**config.mk**
```make
export PLATFORM = sky130hd
export DESIGN_NAME = bus_demux
export DESIGN_NICKNAME = d
export VERILOG_FILES = /design/src/rtl/bus_demux_pkg.sv /design/src/rtl/bdx_rst_sync.sv /design/src/rtl/bdx_addr_latch.sv /design/src/rtl/bdx_strobe_dec.sv /design/src/rtl/bus_demux.sv
export SDC_FILE = /design/constraint.sdc
export NUM_CORES = 1
export LEC_CHECK = 0
export BUFFER_PORTS_ARGS = -buffer_cell sky130_fd_sc_hd__buf_2
export CELL_PAD_IN_SITES_DETAIL_PLACEMENT = 0
export CELL_PAD_IN_SITES_GLOBAL_PLACEMENT = 1
export CORE_ASPECT_RATIO = 0.6
export CORE_MARGIN = 3
export CORE_UTILIZATION = 23
export DETAILED_ROUTE_END_ITERATION = 10
export PLACE_DENSITY = 0.76
export SLEW_MARGIN = 40
export SYNTH_ARGS = -nofsm -noshare
export SYNTH_HDL_FRONTEND = slang
export SYNTH_HIERARCHICAL = 1
export SYNTH_SLANG_ARGS = --single-unit
```
**constraint.sdc**
```tcl
create_clock -name clk -period 1.2 [get_ports clk]
set_input_delay 0.18 -clock clk [delete_from_list [all_inputs] [get_ports clk]]
set_output_delay 0.18 -clock clk [all_outputs]
set_load 0.05 [all_outputs]
```
**src/rtl/bus_demux_pkg.sv**
```systemverilog
package bus_demux_pkg;

  // Four separate active-low strobes produced by the decoder
  typedef struct packed {
    logic mem_rd_n;
    logic mem_wr_n;
    logic io_rd_n;
    logic io_wr_n;
  } strobes_t;

  localparam strobes_t STROBES_IDLE = '{mem_rd_n: 1'b1, mem_wr_n: 1'b1,
                                        io_rd_n: 1'b1, io_wr_n: 1'b1};

  typedef enum logic [1:0] {
    ACC_NONE  = 2'd0,
    ACC_READ  = 2'd1,
    ACC_WRITE = 2'd2
  } acc_kind_e;

endpackage

```
**src/rtl/bdx_rst_sync.sv**
```systemverilog
module bdx_rst_sync #(
  parameter int STAGES = 2
) (
  input  logic clk,
  input  logic rst_n,
  output logic run_n
);
  logic [STAGES-1:0] chain_q;
  logic [STAGES-1:0] chain_d;

  always_comb begin
    chain_d[0] = 1'b1;
    for (int i = 1; i < STAGES; i++) chain_d[i] = chain_q[i-1];
  end

  genvar g;
  generate
    for (g = 0; g < STAGES; g++) begin : g_stage
      always_ff @(posedge clk or negedge rst_n) begin
        if (!rst_n) chain_q[g] <= 1'b0;
        else        chain_q[g] <= chain_d[g];
      end
    end
  endgenerate

  assign run_n = chain_q[STAGES-1];

  // the internal reset is released only on a clock edge, never while the pin is low
  assert_release_clocked_R11: assert property (@(posedge clk)
    !rst_n |-> !run_n);
endmodule

```
**src/rtl/bdx_addr_latch.sv**
```systemverilog
module bdx_addr_latch #(
  parameter int W = 8
) (
  input  logic         clk,
  input  logic         run_n,
  input  logic         ale,
  input  logic [W-1:0] bus,
  output logic [W-1:0] lo
);
  logic         cap_en;
  logic [W-1:0] hold_d;
  logic [W-1:0] hold_q;

  // next state: the latch loads on every edge while ale is high
  always_comb begin
    cap_en = ale;
    hold_d = hold_q;
    if (cap_en) hold_d = bus;
  end

  always_ff @(posedge clk or negedge run_n) begin
    if (!run_n) hold_q <= '0;
    else        hold_q <= hold_d;
  end

  // transparent while ale is high, held value otherwise
  always_comb begin
    if (!run_n)   lo = '0;
    else if (ale) lo = bus;
    else          lo = hold_q;
  end

  // with ale low across two edges, the low address cannot move
  assert_lo_held_R3: assert property (@(posedge clk) disable iff (!run_n)
    (!ale && $past(!ale) && $past(run_n)) |-> $stable(lo));

  // the byte on the bus during an ale edge is what is kept afterwards
  assert_capture_R3: assert property (@(posedge clk) disable iff (!run_n)
    (ale ##1 !ale) |-> (lo == $past(bus)));

  // reset forces the low address to zero
  always_comb begin
    if (!run_n) assert_lo_reset_R1: assert (lo == '0);
  end
endmodule

```
**src/rtl/bdx_strobe_dec.sv**
```systemverilog
module bdx_strobe_dec
  import bus_demux_pkg::*;
(
  input  logic     clk,
  input  logic     run_n,
  input  logic     rd_n,
  input  logic     wr_n,
  input  logic     io_sel,
  output strobes_t strb
);
  acc_kind_e kind;

  // only a clean read or a clean write produces a strobe
  always_comb begin
    unique case ({rd_n, wr_n})
      2'b01:   kind = ACC_READ;
      2'b10:   kind = ACC_WRITE;
      default: kind = ACC_NONE;
    endcase
    if (!run_n) kind = ACC_NONE;
  end

  always_comb begin
    strb = STROBES_IDLE;
    case (kind)
      ACC_READ: begin
        if (io_sel) strb.io_rd_n  = 1'b0;
        else        strb.mem_rd_n = 1'b0;
      end
      ACC_WRITE: begin
        if (io_sel) strb.io_wr_n  = 1'b0;
        else        strb.mem_wr_n = 1'b0;
      end
      default: strb = STROBES_IDLE;
    endcase
  end

  // at most one strobe low at any time
  assert_one_strobe_R9: assert property (@(posedge clk)
    $countones(~strb) <= 1);

  // memory read only for read, not write, memory space
  assert_mem_rd_R5: assert property (@(posedge clk) disable iff (!run_n)
    !strb.mem_rd_n |-> (!rd_n && wr_n && !io_sel));

  // IO read only in IO space
  assert_io_rd_R6: assert property (@(posedge clk) disable iff (!run_n)
    !strb.io_rd_n |-> (!rd_n && wr_n && io_sel));

  // memory write only for write in memory space
  assert_mem_wr_R7: assert property (@(posedge clk) disable iff (!run_n)
    !strb.mem_wr_n |-> (!wr_n && rd_n && !io_sel));

  // IO write only for write in IO space
  assert_io_wr_R8: assert property (@(posedge clk) disable iff (!run_n)
    !strb.io_wr_n |-> (!wr_n && rd_n && io_sel));

  // reset keeps every strobe inactive
  always_comb begin
    if (!run_n) assert_strobe_reset_R1: assert (strb == STROBES_IDLE);
  end
endmodule

```
**src/rtl/bus_demux.sv**
```systemverilog
module bus_demux
  import bus_demux_pkg::*;
#(
  parameter int LO_W   = 8,
  parameter int HI_W   = 8,
  parameter int SYNC_N = 2
) (
  input  logic                 clk,
  input  logic                 rst_n,
  input  logic                 ale,
  input  logic [LO_W-1:0]      ad_bus,
  input  logic [HI_W-1:0]      addr_hi,
  input  logic                 rd_n,
  input  logic                 wr_n,
  input  logic                 io_sel,
  output logic [HI_W+LO_W-1:0] addr_out,
  output logic [LO_W-1:0]      data_out,
  output logic                 data_valid,
  output logic                 mem_rd_n,
  output logic                 mem_wr_n,
  output logic                 io_rd_n,
  output logic                 io_wr_n
);
  localparam int ADDR_W = HI_W + LO_W;

  logic            run_n;
  logic [LO_W-1:0] lo_addr;
  strobes_t        strb;
  logic            any_strobe;

  bdx_rst_sync #(.STAGES(SYNC_N)) u_rst (
    .clk   (clk),
    .rst_n (rst_n),
    .run_n (run_n)
  );

  bdx_addr_latch #(.W(LO_W)) u_latch (
    .clk   (clk),
    .run_n (run_n),
    .ale   (ale),
    .bus   (ad_bus),
    .lo    (lo_addr)
  );

  bdx_strobe_dec u_dec (
    .clk    (clk),
    .run_n  (run_n),
    .rd_n   (rd_n),
    .wr_n   (wr_n),
    .io_sel (io_sel),
    .strb   (strb)
  );

  always_comb begin
    any_strobe = ~&strb;
    addr_out   = {addr_hi, lo_addr};
    data_out   = ad_bus;
    data_valid = run_n && !ale && any_strobe;
    mem_rd_n   = strb.mem_rd_n;
    mem_wr_n   = strb.mem_wr_n;
    io_rd_n    = strb.io_rd_n;
    io_wr_n    = strb.io_wr_n;
  end

  // the data qualifier is never raised during the address phase
  assert_valid_no_ale_R10: assert property (@(posedge clk)
    data_valid |-> (!ale && (!mem_rd_n || !mem_wr_n || !io_rd_n || !io_wr_n)));

  // upper address pass-through
  assert_hi_pass_R4: assert property (@(posedge clk)
    addr_out[ADDR_W-1:LO_W] == addr_hi);
endmodule

```
==> results of run 1 <==
[worst max-delay path, cell delays in order, from the launching register on]
cell and delay, ns:
dfrtp_2 0.43, nand4bb_1 0.14, nand4_1 0.09, and3b_2 0.21, buf_6 0.15
[state kept, by name, summed over array words and instances (netlist names)]
register,count
u_rst/chain_d,1
u_rst/run_n,1
u_latch/hold_q,8
[cell usage after synthesis (all sizes together)]
master,n
nand4bb,2
nand4b,2
nand4,1
dfrtp,10
mux2,8
and2,8
conb,1
and3b,1
buf,17
[metal layers]
layer	wire (um)	global-route usage [%]	vias to the layer above
met5	0	0	-
met4	0	1.103	0
met3	138	4.846	0
met2	578	12.37	25
met1	583	9.367	197
li1	-	-	205
[worst max-delay path by stage]
| stage | start | to | slack [ns] | cells past startpoint |
|---|---|---|---|---|
| after global routing | u_rst/run_n | data_valid | -0.32 | 4 |
| after CTS | u_rst/run_n | data_valid | -0.23 | 4 |
| after detailed placement | ale | addr_out[1] | -0.13 | 4 |
| after global placement | ale | addr_out[4] | -0.12 | 4 |
| final | u_rst/run_n | data_valid | -0.23 | 4 |
| after floorplan | u_rst/run_n | data_valid | -0.69 | 3 |
[stage by stage]
stage               setup TNS [ns]  worst slack, ns  util (%)  cells
floorplan                  -0.8484          -0.6870         -     50
global placement           -0.9609          -0.1227     30.18     99
detailed placement          -1.016          -0.1309     30.18     99
CTS                         -1.646          -0.2323     36.59    105
global route                -2.171          -0.3228     37.87    107
finish                      -1.548          -0.2298     37.87    107
[kinds of logic after synthesis]
family                 synth area share, %
multiplexers                         19.59
other                               0.6117
buffers and inverters                21.43
AND/OR/NAND/NOR                      17.55
flip-flops                           40.82
[timing repair]
action                                  4_1_cts  5_1_grt
buffers inserted                              1        2
endpoints found under the setup margin       13       13
resized for setup                            26        7
hold buffers                                  1        0
endpoints found under the hold margin         2        0
pin swaps                                     2        2
[power groups by stage]
| stage | logic [mW] | registers [mW] | clock network (mW) |
|---|---|---|---|
| 4_1_cts | 0.369 | 0.379 | 0.431 |
| 5_1_grt | 0.391 | 0.381 | 0.449 |
| 3_3_place_gp | 0.307 | 0.384 | 0 |
| 2_1_floorplan | 0.318 | 0.386 | 0 |
| 6_report | 0.371 | 0.380 | 0.415 |
| 3_5_place_dp | 0.309 | 0.384 | 0 |
[cell type report]
cell class	instances	area, um^2	area share, %
Timing Repair Buffer	40	292.8	33.00
Multi-Input combinational cell	23	250.2	28.21
Clock buffer	4	55.05	6.206
Sequential cell	10	251.5	28.35
Tap cell	30	37.54	4.231
==> impl_metrics.csv, run 1 <==
group,metric,value,unit
floorplan,coreArea,2342,um^2
setup_path,cp_max_fo,6,
layout,drive_above_1_share,79.22,%
pwr,leakage,0.4524,nW
floorplan,rows,13,
timing,finalHoldViolations,0,
run_status,status,"finished with violations",
grt,grt_first_pass_wirelength,1918,um
floorplan,initial_core_util,26.18,%
setup_path,r2r-start,"u_latch/hold_q[7]",
floorplan,die_area,3341,um^2
timing,grt_setup_unrepaired,"true",
yosys,synth_top_area_share,40.82,%
min_path,hold_class,"in2reg",
layout,nets,100,
yosys,syn_avg_cell_area,12.26,um^2
setup_path,worstPathRequired,1.02,ns
pwr,combinationalPowerShare,31.8,%
layout,layout_commonest_cell,"buf_2",
yosys,ys_ff_latch,10,
timing,fin_worst_skew,0.0003758,ns
yosys,netlist_top_cells_area,"dfrtp_1 (41%), buf_4 (20%), mux2_4 (20%)",
clock_tree,cts.sinks,10,
floorplan,die_w,72.66,um
yosys,ys_types,11,
grt,grt_max_degree,12,
clock_tree,cts-root-buf,"clkbuf_8",
routing,routedWlPerCell,12.15,um
run_status,violations,"setup timing",
setup_path,ff2ff_setup_slack,0.35,ns
floorplan,die_height,45.99,um
clock_tree,h-tree-depth,1,
yosys,synthCells,50,
clock_tree,worstSkewPairLatency,0.23,ns
grt,antenna_found_initial,0,
yosys,yosys_warnings,6,
clock_tree,cts_tree,"built",
layout,final_cell_mix,"buf_2 (22), buf_6 (10), dfrtp_1 (9)",
pwr,p_total,1.167,mW
pwr,seq_power_share,32.6,%
timing,final_min_period_over_clock_period,119.1,%
place,routabilityCongestion,0.6071,
pwr,powerDensity,1315,nW/um^2
min_path,min_from,"ad_bus[0]",
timing,fmax,699.4,MHz
setup_path,setup.worst_path.start_class,"flip-flop",
pwr,clkPwrFrac,35.6,%
yosys,yosysTopAreaCell,"dfrtp_1",
routing,ant_nets,0,
pwr,vdd_drop_max,817.0,uV
yosys,synth_fp_nets,72,
timing,whs,0.2017,ns
routing,vias,427,
layout,area_growth,44.69,%
place,port_buffers,34,
setup_path,crit_arrival,1.25,ns
yosys,synth-seq-area-share,40.82,%
routing,routed_wl,1300,um
timing,setup_viol,13,
grt,grt_pass1_vias,419,
clock_tree,cts-buffers-inserted,3,
clock_tree,clkTransAtPathRegs,0.05,ns
setup_path,critical_path_class,"reg2out",
layout,antenna_cells,0,
layout,fillers,246,
setup_path,r2r_end,"u_latch/hold_q[7]",
run,maxCapViolCount,0,
min_path,hold_depth,2,
timing,final.min_clock_period,1.430,ns
layout,finalInstanceArea,887.1,um^2
grt,grt_use_total,7.838,%
min_path,min_to,"u_latch/hold_q[0]",
yosys,syn_area,613.1,um^2
routing,via_per_inst,3.991,
timing,fin_ws,-0.2298,ns
setup_path,crit_path_end_kind,"output pin",
pwr,p_sw,352.7,uW
routing,drtIter0Drc,9,
place,placed_cell_area,706.9,um^2
timing,maxSlewViolCount,0,
grt,grt-ovfl-total,0,
setup_path,r2r.worst_path.cells,2,
floorplan,io_pins,51,
clock_tree,cts_buffer_depth,2,
pwr,p_int,813.8,uW
routing,firstDrtPassIters,4,
routing,drc,0,
pwr,p_sw_share,30.24,%
(Power assumes the default switching activity.)
==> run 2: changes to the inputs <==
--- a/config.mk
+++ b/config.mk
@@ -7,12 +7,12 @@
 export LEC_CHECK = 0
 export BUFFER_PORTS_ARGS = -buffer_cell sky130_fd_sc_hd__buf_2
 export CELL_PAD_IN_SITES_DETAIL_PLACEMENT = 0
-export CELL_PAD_IN_SITES_GLOBAL_PLACEMENT = 1
+export CELL_PAD_IN_SITES_GLOBAL_PLACEMENT = 2
 export CORE_ASPECT_RATIO = 0.6
 export CORE_MARGIN = 3
-export CORE_UTILIZATION = 23
+export CORE_UTILIZATION = 18
 export DETAILED_ROUTE_END_ITERATION = 10
-export PLACE_DENSITY = 0.76
+export PLACE_DENSITY = 0.77
 export SLEW_MARGIN = 40
 export SYNTH_ARGS = -nofsm -noshare
 export SYNTH_HDL_FRONTEND = slang
==> impl_metrics.csv, run 2 (synthesis gave the netlist of run 1 again) <==
group,metric,value,unit
run_status,status,"finished with violations",
run_status,violations,"setup timing",
grt,grt_first_pass_wirelength,1918,um
pwr,p_sw,353.5,uW
pwr,p_sw_share,30.42,%
setup_path,crit_arrival,1.25,ns
routing,routed_wl,1263,um
min_path,min_from,"ad_bus[2]",
floorplan,die_height,51.21,um
min_path,hold_class,"in2reg",
grt,antenna_found_initial,0,
pwr,leakage,0.4452,nW
timing,finalHoldViolations,0,
clock_tree,cts_buffer_depth,2,
grt,grt_max_degree,12,
run,maxCapViolCount,0,
place,hpwl,1008,um
setup_path,worstPathRequired,1.02,ns
routing,firstDrtPassIters,2,
min_path,min_to,"u_latch/hold_q[2]",
layout,drive_above_1_share,73.68,%
setup_path,r2r-start,"u_latch/hold_q[7]",
grt,grt_use_total,6.203,%
routing,drtIter0Drc,1,
routing,ant_nets,0,
clock_tree,cts-buffers-inserted,3,
routing,via_per_inst,3.576,
pwr,seq_power_share,32.6,%
clock_tree,cts-root-buf,"clkbuf_8",
clock_tree,cts_tree,"built",
timing,whs,0.2028,ns
pwr,powerDensity,1292,nW/um^2
timing,maxSlewViolCount,0,
layout,largest_register,"u_latch/hold_q",
setup_path,r2r.worst_path.cells,1,
setup_path,crit_path_end_kind,"output pin",
timing,fmax,699.8,MHz
grt,grt-ovfl-total,0,
timing,fin_ws,-0.2290,ns
floorplan,coreArea,3059,um^2
pwr,p_int,808.8,uW
clock_tree,h-tree-depth,1,
setup_path,ff2ff_setup_slack,0.44,ns
timing,final_min_period_over_clock_period,119.1,%
clock_tree,cts.sinks,10,
setup_path,critical_path_class,"reg2out",
pwr,clkPwrFrac,36.0,%
place,routabilityCongestion,0.6901,
floorplan,die_w,81.35,um
setup_path,setup.worst_path.start_class,"flip-flop",
grt,grt_pass1_vias,432,
routing,vias,422,
timing,setup_viol,12,
place,port_buffers,34,
timing,grt_setup_unrepaired,"true",
pwr,combinationalPowerShare,31.4,%
routing,drc,0,
layout,layout_commonest_cell,"buf_2",
clock_tree,worstSkewPairLatency,0.23,ns
routing,routedWlPerCell,10.70,um
layout,antenna_cells,0,
floorplan,initial_core_util,20.04,%
timing,fin_worst_skew,0.002448,ns
layout,largest_reg_flops,8,
clock_tree,clkTransAtPathRegs,0.05,ns
layout,nets,99,
setup_path,cp_max_fo,6,
layout,final_cell_mix,"buf_2 (22), dfrtp_1 (9), mux2_4 (8)",
setup_path,r2r_end,"u_latch/hold_q[7]",
layout,post-route-util,29.41,%
pwr,vdd_drop_max,466.2,uV
min_path,hold_depth,2,
layout,area_growth,46.73,%
floorplan,die_area,4165,um^2
floorplan,io_pins,51,
floorplan,rows,15,
timing,final.min_clock_period,1.429,ns
==> run 2: changes by cell type in the layout (fill, tap and decap cells not counted) <==
cell      delta
and2_1       +4
and2_4       -4
buf_6        -4
buf_8        +4
clkbuf_4     -1
==> run 2: how the worst max path moves through the flow <==
stage          slack (ns)        start          end  cells after the start
2_1_floorplan       -0.69  u_rst/run_n   data_valid                      3
3_3_place_gp        -0.12          ale  addr_out[4]                      4
3_5_place_dp        -0.13          ale  addr_out[4]                      4
4_1_cts             -0.22  u_rst/run_n   data_valid                      4
5_1_grt             -0.28  u_rst/run_n   data_valid                      4
6_report            -0.23  u_rst/run_n   data_valid                      4
==> run 2: critical path, stage by stage, from the launching register on <==
cell	delay, ns
dfrtp_2	0.43
nand4bb_1	0.14
nand4_1	0.09
and3b_2	0.21
buf_6	0.15
==> run 2: area by class of cell <==
class | count | area (um^2)
clock buffer | 4 | 55.05
fill | 321 | 2160
multi-input combinational | 23 | 240.2
sequential | 10 | 251.5
tap | 42 | 52.55
timing repair buffer | 39 | 300.3
==> run 2: power by group through the flow <==
stage,sequential (mW),combinational (mW),clock (mW)
2_1_floorplan,0.386,0.318,0
3_3_place_gp,0.383,0.306,0
3_5_place_dp,0.384,0.311,0
4_1_cts,0.379,0.366,0.439
5_1_grt,0.381,0.383,0.464
6_report,0.379,0.364,0.419
==> run 2: layer usage <==
| layer | global-route usage [%] | vias to the layer above | part of all wire [%] |
|---|---|---|---|
| met4 | 0.8427 | 0 | 0.32 |
| met1 | 6.157 | 201 | 42 |
| met2 | 10.68 | 16 | 50 |
| li1 | - | 203 | - |
| met5 | 0 | - | 0 |
| met3 | 4.577 | 2 | 7.8 |
==> run 2: stage by stage <==
step                instance area, um^2  cells  power [mW]  setup TNS (ns)  setup slack, ns
floorplan                         615.6     50      0.7046         -0.8484          -0.6870
global placement                  721.9    111      0.6892         -0.9704          -0.1204
detailed placement                721.9    111      0.6950          -1.022          -0.1304
CTS                               885.9    117       1.185          -1.600          -0.2237
global route                      899.6    118       1.228          -2.072          -0.2841
finish                            899.6    118       1.162          -1.449          -0.2290
==> run 2: what timing repair did <==
action / 4_1_cts / 5_1_grt
gates resized for setup: 29 / 3
buffers inserted: 2 / 1
hold buffers: 1 / 0
setup endpoints to repair: 13 / 13
hold endpoints to repair: 2 / 0
pin swaps: 6 / 1
==> run 3: changes to the inputs <==
--- a/config.mk
+++ b/config.mk
@@ -10,9 +10,10 @@
 export CELL_PAD_IN_SITES_GLOBAL_PLACEMENT = 2
 export CORE_ASPECT_RATIO = 0.6
 export CORE_MARGIN = 3
-export CORE_UTILIZATION = 18
+export CORE_UTILIZATION = 19
+export CTS_BUF_LIST = sky130_fd_sc_hd__clkbuf_4 sky130_fd_sc_hd__clkbuf_8
 export DETAILED_ROUTE_END_ITERATION = 10
-export PLACE_DENSITY = 0.77
+export PLACE_DENSITY = 0.8
 export SLEW_MARGIN = 40
 export SYNTH_ARGS = -nofsm -noshare
 export SYNTH_HDL_FRONTEND = slang
==> impl_metrics.csv, run 3 (synthesis gave the netlist of run 1 again) <==
group,metric,value,unit
timing,final_min_period_over_clock_period,118.5,%
place,hpwl,1036,um
layout,finalInstanceArea,919.6,um^2
floorplan,die_w,79.34,um
run_status,violations,"setup timing",
floorplan,rows,15,
clock_tree,cts-root-buf,"clkbuf_8",
clock_tree,h-tree-depth,1,
setup_path,crit_path_end_kind,"output pin",
routing,routed_wl,1297,um
place,routabilityCongestion,0.5993,
timing,grt_setup_unrepaired,"true",
timing,setup_viol,13,
grt,grt_use_total,6.947,%
run,maxCapViolCount,0,
place,dp.cells,113,
timing,fin_ws,-0.2225,ns
layout,antenna_cells,0,
layout,largest_reg_flops,8,
setup_path,crit_arrival,1.24,ns
layout,nets,103,
setup_path,r2r-start,"u_latch/hold_q[7]",
setup_path,critical_path_class,"reg2out",
setup_path,worstPathRequired,1.02,ns
floorplan,die_height,50,um
routing,drtIter0Drc,20,
layout,fin_cells,122,
clock_tree,worstSkewPairLatency,0.23,ns
timing,fin_worst_skew,0.002390,ns
setup_path,r2r_end,"u_latch/hold_q[7]",
grt,antenna_found_initial,0,
layout,layout_commonest_cell,"buf_2",
routing,routedWlPerCell,10.63,um
place,placed_cell_area,749.5,um^2
layout,largest_register,"u_latch/hold_q",
run_status,status,"finished with violations",
routing,dr_wl_met2,618,um
layout,drive_above_1_share,75.00,%
layout,multi_input_area,240.2,um^2
layout,area_growth,50.00,%
timing,fmax,703.0,MHz
setup_path,cp_max_fo,6,
setup_path,setup.worst_path.start_class,"flip-flop",
routing,met1_length,557,um
grt,grt_max_degree,14,
clock_tree,clkTransAtPathRegs,0.05,ns
clock_tree,cts.sinks,10,
routing,firstDrtPassIters,2,
setup_path,ff2ff_setup_slack,0.34,ns
layout,final_cell_mix,"buf_2 (22), buf_4 (11), dfrtp_1 (9)",
layout,fillers,323,
routing,dr_wl_met3,120,um
grt,grt_pass1_vias,434,
min_path,hold_class,"reg2async",
routing,top_layer,"met3",
floorplan,io_pins,51,
routing,drc,0,
routing,ant_nets,0,
grt,grt_first_pass_wirelength,2042,um
grt,grt-ovfl-total,0,
floorplan,coreArea,2965,um^2
pwr,leakage,0.4622,nW
pwr,vdd_drop_max,594.7,uV
clock_tree,cts_tree,"built",
routing,vias,449,
timing,fin_setup_tns,-1.651,ns
timing,final.min_clock_period,1.422,ns
clock_tree,cts-buffers-inserted,3,
timing,finalHoldViolations,0,
timing,maxSlewViolCount,0,
clock_tree,cts_buffer_depth,2,
floorplan,initial_core_util,20.68,%
pwr,powerDensity,1263,nW/um^2
place,port_buffers,34,
layout,ff_latch_area,251.5,um^2
floorplan,die_area,3967,um^2
pwr,p_total,1.161,mW
setup_path,r2r.worst_path.cells,2,
routing,via_per_inst,3.680,
## run 3: changes by cell type in the layout (fill, tap and decap cells not counted), sizes merged
| cell | before | now |
|---|---|---|
| buf | 38 | 42 |
## run 3: per-layer routing
layer / global-route usage (%) / vias up
met1: 8.490 / 213
li1: - / 212
met4: 0.2857 / 0
met5: 0 / -
met2: 11.03 / 24
met3: 4.197 / 0
## run 3: worst max-delay path: stages (launching register included)
cell and delay [ns]:
dfrtp_2 0.43, nand4b_1 0.13, nand4_1 0.10, and3b_2 0.20, buf_6 0.15
## run 3: repair_timing
| item | CTS | global route |
|---|---|---|
| pin swaps | 3 | 3 |
| hold buffers | 1 | 0 |
| endpoints found under the hold margin | 2 | 0 |
| gates resized for setup | 21 | 6 |
| setup endpoints to repair | 13 | 13 |
| buffers inserted | 2 | 2 |
## run 3: how the worst max path moves through the flow
| stage | startpoint | endpoint | slack, ns | cells past startpoint |
|---|---|---|---|---|
| after floorplan | u_rst/run_n | data_valid | -0.69 | 3 |
| after global placement | ale | addr_out[6] | -0.08 | 5 |
| after detailed placement | ale | addr_out[1] | -0.08 | 5 |
| after CTS | u_rst/run_n | data_valid | -0.22 | 4 |
| after global routing | u_rst/run_n | data_valid | -0.29 | 4 |
| final | u_rst/run_n | data_valid | -0.22 | 4 |
## run 3: power breakdown
group	internal, mW	leakage (nW)	total, mW	switching (mW)
Clock	0.288	0.0288	0.415	0.127
Sequential	0.369	0.116	0.378	0.00986
Combinational	0.155	0.318	0.368	0.214
Total	0.811	0.462	1.16	0.350
## run 3: final cells by class
cell class / count / share of cell area [%]
Multi-Input combinational cell: 23 / 26.12
Tap cell: 42 / 5.714
Clock buffer: 4 / 5.986
Timing Repair Buffer: 43 / 34.83
Sequential cell: 10 / 27.35
## run 3: per-stage QoR
stage | hold slack (ns) | worst slack [ns] | utilization, %
finish | 0.2064 | -0.2225 | 31.01
CTS | 0.1982 | -0.2216 | 30.08
detailed placement | -0.03236 | -0.07949 | 25.27
global route | 0.2079 | -0.2866 | 31.01
floorplan | -0.1156 | -0.6870 | -
global placement | -0.03228 | -0.07557 | 25.27
